**config.mk**
```make
export PLATFORM = sky130hd
export DESIGN_NAME = byte_mem_ctrl
export DESIGN_NICKNAME = d
export VERILOG_FILES = /design/src/rtl/byte_mem_pkg.sv /design/src/rtl/mem_align_chk.sv /design/src/rtl/mem_lane_steer.sv /design/src/rtl/mem_word_store.sv /design/src/rtl/byte_mem_ctrl.sv
export SDC_FILE = /design/constraint.sdc
export NUM_CORES = 2
export LEC_CHECK = 0
export ABC_AREA = 1
export BUFFER_PORTS_ARGS = -buffer_cell sky130_fd_sc_hd__clkbuf_2
export CAP_MARGIN = 25
export CORE_ASPECT_RATIO = 1.1
export CORE_UTILIZATION = 58
export CTS_BUF_LIST = sky130_fd_sc_hd__clkbuf_4 sky130_fd_sc_hd__clkbuf_8
export CTS_CLUSTER_DIAMETER = 30
export DETAILED_ROUTE_END_ITERATION = 8
export PLACE_DENSITY_LB_ADDON = 0.1
export SYNTH_ARGS = -nofsm -noshare
export SYNTH_HDL_FRONTEND = slang
export SYNTH_SLANG_ARGS = --single-unit
export TNS_END_PERCENT = 20
```
**constraint.sdc**
```tcl
create_clock -name clk_i -period 3.1 [get_ports clk_i]
set_input_delay 0.62 -clock clk_i [delete_from_list [all_inputs] [get_ports clk_i]]
set_output_delay 0.62 -clock clk_i [all_outputs]
set_load 0.02 [all_outputs]
```
**src/rtl/byte_mem_pkg.sv**
```systemverilog
package byte_mem_pkg;
  localparam int unsigned DATA_W = 32;
  localparam int unsigned ADDR_W = 32;
  localparam int unsigned LANES  = DATA_W / 8;
  localparam int unsigned OFS_W  = $clog2(LANES);

  typedef enum logic [1:0] {
    OP_RD_WORD = 2'b00,
    OP_WR_BYTE = 2'b01,
    OP_WR_HALF = 2'b10,
    OP_WR_WORD = 2'b11
  } mem_op_e;
endpackage

```
**src/rtl/mem_align_chk.sv**
```systemverilog
module mem_align_chk
  import byte_mem_pkg::*;
(
  input  logic             en_i,
  input  logic [1:0]       op_i,
  input  logic [OFS_W-1:0] ofs_i,
  output logic             misalign_o,
  output logic             rd_ok_o,
  output logic             wr_ok_o
);
  logic bad;

  always_comb begin
    unique case (mem_op_e'(op_i))
      OP_RD_WORD: bad = (ofs_i != '0);
      OP_WR_BYTE: bad = 1'b0;
      OP_WR_HALF: bad = ofs_i[0];
      OP_WR_WORD: bad = (ofs_i != '0);
      default:    bad = 1'b1;
    endcase
  end

  assign misalign_o = en_i & bad;
  assign rd_ok_o    = en_i & ~bad & (op_i == OP_RD_WORD);
  assign wr_ok_o    = en_i & ~bad & (op_i != OP_RD_WORD);
endmodule

```
**src/rtl/mem_lane_steer.sv**
```systemverilog
module mem_lane_steer
  import byte_mem_pkg::*;
(
  input  logic [1:0]        op_i,
  input  logic [OFS_W-1:0]  ofs_i,
  input  logic [DATA_W-1:0] wdata_i,
  output logic [LANES-1:0]  be_o,
  output logic [DATA_W-1:0] wword_o
);
  for (genvar l = 0; l < LANES; l++) begin : g_lane
    localparam logic [OFS_W-1:0] LANE_ID = OFS_W'(l);
    always_comb begin
      unique case (mem_op_e'(op_i))
        OP_WR_BYTE: begin
          be_o[l]          = (ofs_i == LANE_ID);
          wword_o[8*l +: 8] = wdata_i[7:0];
        end
        OP_WR_HALF: begin
          be_o[l]          = (ofs_i[OFS_W-1] == LANE_ID[OFS_W-1]);
          wword_o[8*l +: 8] = LANE_ID[0] ? wdata_i[15:8] : wdata_i[7:0];
        end
        OP_WR_WORD: begin
          be_o[l]          = 1'b1;
          wword_o[8*l +: 8] = wdata_i[8*l +: 8];
        end
        default: begin
          be_o[l]          = 1'b0;
          wword_o[8*l +: 8] = '0;
        end
      endcase
    end
  end
endmodule

```
**src/rtl/mem_word_store.sv**
```systemverilog
module mem_word_store
  import byte_mem_pkg::*;
#(
  parameter int unsigned DEPTH_WORDS = 64,
  localparam int unsigned IDX_W      = $clog2(DEPTH_WORDS)
) (
  input  logic              clk_i,
  input  logic              rst_ni,
  input  logic              we_i,
  input  logic [LANES-1:0]  be_i,
  input  logic [IDX_W-1:0]  idx_i,
  input  logic [DATA_W-1:0] wword_i,
  output logic [DATA_W-1:0] rword_o
);
  for (genvar l = 0; l < LANES; l++) begin : g_lane
    logic [7:0] lane_mem [DEPTH_WORDS];

    always_ff @(posedge clk_i or negedge rst_ni) begin
      if (!rst_ni) begin
        for (int i = 0; i < DEPTH_WORDS; i++) lane_mem[i] <= '0;
      end else if (we_i && be_i[l]) begin
        lane_mem[idx_i] <= wword_i[8*l +: 8];
      end
    end

    assign rword_o[8*l +: 8] = lane_mem[idx_i];
  end
endmodule

```
**src/rtl/byte_mem_ctrl.sv**
```systemverilog
module byte_mem_ctrl
  import byte_mem_pkg::*;
#(
  parameter int unsigned DEPTH_WORDS = 64
) (
  input  logic              clk_i,
  input  logic              rst_ni,
  input  logic              en_i,
  input  logic [1:0]        op_i,
  input  logic [ADDR_W-1:0] addr_i,
  input  logic [DATA_W-1:0] wdata_i,
  output logic [DATA_W-1:0] rdata_o,
  output logic              err_o
);
  localparam int unsigned IDX_W = $clog2(DEPTH_WORDS);

  logic [OFS_W-1:0]  ofs;
  logic [IDX_W-1:0]  idx;
  logic              rd_ok, wr_ok;
  logic [LANES-1:0]  be;
  logic [DATA_W-1:0] wword, rword;

  assign ofs = addr_i[OFS_W-1:0];
  assign idx = addr_i[IDX_W+OFS_W-1:OFS_W];  // upper bits alias

  mem_align_chk u_align (
    .en_i      (en_i),
    .op_i      (op_i),
    .ofs_i     (ofs),
    .misalign_o(err_o),
    .rd_ok_o   (rd_ok),
    .wr_ok_o   (wr_ok)
  );

  mem_lane_steer u_steer (
    .op_i   (op_i),
    .ofs_i  (ofs),
    .wdata_i(wdata_i),
    .be_o   (be),
    .wword_o(wword)
  );

  mem_word_store #(.DEPTH_WORDS(DEPTH_WORDS)) u_store (
    .clk_i  (clk_i),
    .rst_ni (rst_ni),
    .we_i   (wr_ok),
    .be_i   (be),
    .idx_i  (idx),
    .wword_i(wword),
    .rword_o(rword)
  );

  assign rdata_o = rd_ok ? rword : '0;
endmodule

```
### Word-level counts from Yosys, hierarchy flattened

Cells that the tools add are included.

| word-level totals | value |
|---|---|
| bits in registers | 2,048 |
| output and inout port bits | 33 |

| cells by class | value |
|---|---|
| magnitude comparators | 2 |
| equality and inequality tests | 6 |
| muxes and demuxes | 28 |
| bitwise gates (word level) | 7 |
| reduce and logical (&&, ||, !) cells | 13 |

Operator list:

| operator | number |
|---|---|
| 512-bit bitwise mux | 4 |
| 8-bit binary-select mux with 6-bit select | 4 |
| 8-bit two-way mux | 10 |
| 8-bit demux with 6-bit select | 1 |
| 32-bit two-way mux | 1 |
| 8-bit one-hot mux with 2 select lines | 2 |
| 8-bit one-hot mux with 3 select lines | 1 |
| 1-bit one-hot mux with 3 select lines | 5 |
| 2-bit == test, second input constant | 4 |
| 7-bit >= comparator, second input constant | 1 |
| 7-bit by 1-bit less-than comparator with 1-bit output, second input constant | 1 |
| 6-bit NOT with 7-bit output | 1 |
| 2-bit OR reduction | 3 |
| 1-bit logical AND | 5 |
| 1-bit AND | 4 |
| 2-bit by 1-bit == test with 1-bit output, second input constant | 2 |
| 2-bit logical NOT | 2 |
| 2-bit nonzero test | 2 |
| 3-bit OR reduction | 1 |
| 1-bit NOT | 2 |

### Depth between registers and ports, before layout

| logic depth | value |
|---|---|
| depth in word-level cells | 7 |
| depth in mapped cells | 15 |

### Hierarchy

Synthesis repeated with hierarchy kept, for this count alone.

| unflattened totals | value |
|---|---|
| cells, all modules | 13,486 |
| area, all modules | 97,974.0 um^2 |

Modules (own cells, without submodules):

| module | instances | cells each | area each (um^2) | sequential area each (um^2) |
|---|---|---|---|---|
| mem_word_store | 1 | 13,264 | 96,944.2 | 51,249.2 |
| mem_lane_steer | 1 | 137 | 660.6 | 0.0 |
| byte_mem_ctrl | 1 | 67 | 274.0 | 0.0 |
| mem_align_chk | 1 | 18 | 95.1 | 0.0 |

### Least setup slack after synthesis

No wires, ideal clock.

| path | value |
|---|---|
| path type | input-to-output |
| from | in addr_i[2] |
| to | out rdata_o[30] |
| arrival time | 2,330 ps |
| data required time | 2,480 ps |
| slack | 150 ps |
| stages on the path | 15 |
| buffers on the path | 4 |
| cell sequence | buf_2 > inv_1 > buf_2 > clkbuf_1 > clkbuf_1 > nand2_1 > nand2_1 > nand2_1 > nand2_1 > nand2_1 > nand2_1 > nand2_1 > nand2_1 > nor2_1 > a21oi_1 |

| between the ends | value |
|---|---|
| cells in the longest elaborated chain, start to end | 5 |

Ends and longest elaborated chain:

| item | RTL line | source |
|---|---|---|
| start, declared | byte_mem_ctrl.sv:10 | `input logic [ADDR_W-1:0] addr_i,` |
| 6-bit NOT with 7-bit output (not written as such) | mem_word_store.sv:26 | `assign rword_o[8*l +: 8] = lane_mem[idx_i];` |
| 8-bit binary-select mux with 6-bit select | mem_word_store.sv:26 |  |
| 8-bit two-way mux (not written as such) (2 in series) | mem_word_store.sv:26 |  |
| 32-bit two-way mux | byte_mem_ctrl.sv:53 | `assign rdata_o = rd_ok ? rword : '0;` |
| end, declared | byte_mem_ctrl.sv:12 | `output logic [DATA_W-1:0] rdata_o,` |

Every way passes these cells. The select of a mux whose other input is x is not followed.

### Final worst setup path

| path | value |
|---|---|
| from | reg u_store.g_lane[3].lane_mem[142] (netlist bit) |
| to | out rdata_o[30] |

| between the ends | value |
|---|---|
| cells in the longest elaborated chain, start to end | 4 |

Ends and longest elaborated chain:

| item | RTL line | source |
|---|---|---|
| start, declared | mem_word_store.sv:16 | `logic [7:0] lane_mem [DEPTH_WORDS];` |
| start signal, assigned by index | mem_word_store.sv:22 | `lane_mem[idx_i] <= wword_i[8*l +: 8];` |
| 8-bit binary-select mux with 6-bit select | mem_word_store.sv:26 |  |
| 8-bit two-way mux (not written as such) (2 in series) | mem_word_store.sv:26 |  |
| 32-bit two-way mux | byte_mem_ctrl.sv:53 |  |

Every way passes these cells. The select of a mux whose other input is x is not followed.

==> results.md <==
- Reg area: 0.0512 mm2
- Post-route cell area: 0.121 mm2
- Worst path slowest cell: dfrtp_1
- Clk Latency, worst-skew pair: 1.08 ns
- Met1 Use GR: 48.2%
- Pwr Total: 0.0676 W
- RSZ-0062 raised after global routing: yes
- Power Dens Cells: 557 mW/mm2
- Crit-path max cell delay: 0.36 ns
- Critical Path AT: 2.71 ns
- Syn nets: 14600
- Starting Density: 58.6%
- Post-DRT Antenna Nets: 0
- Placed Area: 0.109 mm2
- Core area: 0.173 mm2
- Pre-Repair DR Iteration Count: 8
- Max Freq: 301 MHz
- Die area: 0.177 mm2
- DR DRC count: 0
- Largest net degree at the start of global routing: 121
- Element type at the critical path end: output port
- Crit path required time: 2.48 ns
- Final number of hold-violating endpoints: 0
- Status: finished with violations
- Final non-filler cell total: 17400
- Top cell family by delay on the critical path: compound AO/OA/AOI/OAI gates
- Area delta synth->final: 19.6%
- Endpoints failing setup: 32
- Routed WL: 330000 um
- Largest register FFs: 2048
- First-pass GRT wire length: 520000 um
- Max H-tree Level: 5
- Die X: 401 um
- Routed vias: 98200
- Initial antenna violation count: 3
- Number of global-route vias before repair: 94800
- Multi-input gate area: 0.0470 mm2
- Critical path, cell by cell: nor2_1 > nor2_1 > o21ai_0 > o21ai_1 > o21ai_1 > buf_4 > nand2_2 > nor2_2 > a21oi_4 > buf_8
- Peak supply drop: 0.565 mV
- Failing checks: negative setup slack
- Chip Height: 441 um
- Clk slew on worst S/H paths: 0.06 ns
- Most flops, register: u_store.g_lane.lane_mem
- R2R Path Start: u_store.g_lane[3].lane_mem[270]
- # fillers: 14300
- Fin worst setup slack: -0.226 ns
- CTS Sinks: 2048
- Min-Delay Path Class: input pin to register
- Sequential fraction of the synthesis area: 50.5%
- #FFs+latches synth: 2048
- Total of max-cap violations: 0
- Worst hold start: wdata_i[5]
- Max_slew headroom: 31.6%
- Final Critical Period: 3.33 ns
- DR vias/cell: 5.63
- HPWL after DPL: 212000 um
- Clock skew: 0 ns
- Ys Warns: 0
- Critical path fanouts, max: 2
- Buf/Inv on CP: 2
- Biggest regs: u_store.g_lane.lane_mem x2048
- Cts bufs inserted: 451
- Synth area leaders: dfrtp_1, nand2_1, nand3_1
- Met2 usage: 60.1%
- GRT Overall Usage: 37.3%
- GR Layer Usage met3: 6.81%
- Clock buffer depth: 4
- Max Transition Viols Final: 0
- Share of cells above drive strength 1: 13.6%
- WL per Instance: 18.9 um
- Layer with the highest usage: met2
- Input/output buffers: 77
- Yosys cell types: 26
- Total gr overflow: 0
- Final Cycle Share: 107%
- Slew @ Worst Pin: 1.02 ns
- Fin nets: 14900
- Placed cell count: 16600
- Rows: 160
- Root Buffer: clkbuf_8
- Pre-CTS setup slack: -0.241 ns
- CP Class: register to output port
- Syn_area_per_cell: 7.00 um2
- Commonest non-fill, non-tap cell in the layout: nand2_1
- P_leak: 66.2 nW
- CTS tree: done
- # IOs: 102
- Most frequent cells in the layout: nand2_1, dfrtp_1, nand3_1
- Cell taking the most area after synthesis: dfrtp_1
- First DRT Iteration DRCs: 10900
- Worst setup SP type: register
- CP Launch Point: u_store.g_lane[3].lane_mem[142]
- Synth Cell Area: 0.101 mm2
- Area share of the largest cell type after synthesis: 50.5%
- Post-Syn Instances: 14500
- GPL Wtd Cong: 0.972
cell type report:
type / count / share of cell area (%)
repair buffers: 890 / 7.87
flip-flops and latches: 2048 / 42.3
diodes: 2 / 0.00413
clock inverters: 194 / 2.08
multi-input cells: 11400 / 38.7
well taps: 2268 / 2.34
inverters: 37 / 0.139
clock buffers: 613 / 6.58
through the flow:
stage / TNS (ns) / utilization (%) / hold WS, ns
2_1_floorplan: 0 / - / 0.324
3_3_place_gp: -6.96 / 63.2 / 0.453
3_5_place_dp: -9.12 / 63.2 / 0.458
4_1_cts: -8.22 / 69.6 / 0.00894
5_1_grt: -7.33 / 70.0 / 0.0812
6_report: -4.43 / 70.0 / 0.0833
final timing paths:
kind	to	slack, ns	depth (start not counted)
max in group asynchronous	u_store.g_lane[2].lane_mem[97]	1.65	3
setup / recovery	rdata_o[30]	-0.23	10
hold / removal	u_store.g_lane[2].lane_mem[261]	0.08	5
setup reg to reg	u_store.g_lane[3].lane_mem[270]	2.28	3
hold reg to reg	u_store.g_lane[1].lane_mem[150]	0.47	2
min in group asynchronous	u_store.g_lane[0].lane_mem[265]	0.14	2
where the power goes:
part | switching, W | internal [W] | total, W
registers | 0.000393 | 0.0275 | 0.0279
logic | 0.00394 | 0.00156 | 0.00550
clock network | 0.0129 | 0.0213 | 0.0342
worst min-delay path, stage by stage:
cell and delay [ns]:
clkbuf_2 0.11, nand2_2 0.13, o21ai_4 0.13, nand3_1 0.10, nand2_1 0.05
synth_stat cells:
| master | count |
|---|---|
| a21oi_1 | 40 |
| a31oi_1 | 1 |
| buf_1 | 60 |
| buf_2 | 339 |
| buf_4 | 28 |
| clkbuf_1 | 597 |
| clkinv_1 | 1 |
| dfrtp_1 | 2048 |
| ha_1 | 5 |
| inv_1 | 23 |
| inv_2 | 12 |
| inv_4 | 1 |
| nand2_1 | 9049 |
| nand2_2 | 27 |
| nand3_1 | 1051 |
| nor2_1 | 145 |
| nor2_2 | 2 |
| nor2_4 | 1 |
| nor3_2 | 2 |
| nor3_4 | 6 |
| nor3b_1 | 1 |
| o211ai_1 | 7 |
| o21ai_0 | 800 |
| o21ai_1 | 241 |
| o21ai_2 | 2 |
| or2_2 | 2 |
routing by layer:
| layer | part of all wire [%] | wire length [um] | vias to the layer above |
|---|---|---|---|
| li1 | - | - | 45800 |
| met2 | 47 | 154000 | 4521 |
| met5 | 0 | 0 | - |
| met1 | 40 | 132000 | 47000 |
| met3 | 8.6 | 28500 | 869 |
| met4 | 4.7 | 15600 | 0 |
timing repair:
item,in CTS,in global routing
hold buffers,7,0
setup endpoints to repair,32,32
hold endpoints to repair,114,0
gates cloned,0,1
pin swaps,24,86
setup buffers,1,23
gates resized for setup,161,218
kinds of logic (layout without fill, tap and decap cells):
kind of cell / count (synthesis) / after routing / synth area share (%)
AOI/OAI and AO/OA: 1091 / 1091 / 5.41
adders and majority gates: 5 / 5 / 0.0617
buffers and inverters: 1061 / 1734 / 4.45
DFF: 2048 / 2048 / 50.5
and+or+nand+nor: 10300 / 10300 / 39.5
other: 0 / 2 / 0
Note: power is estimated with default switching activity, not from simulation.
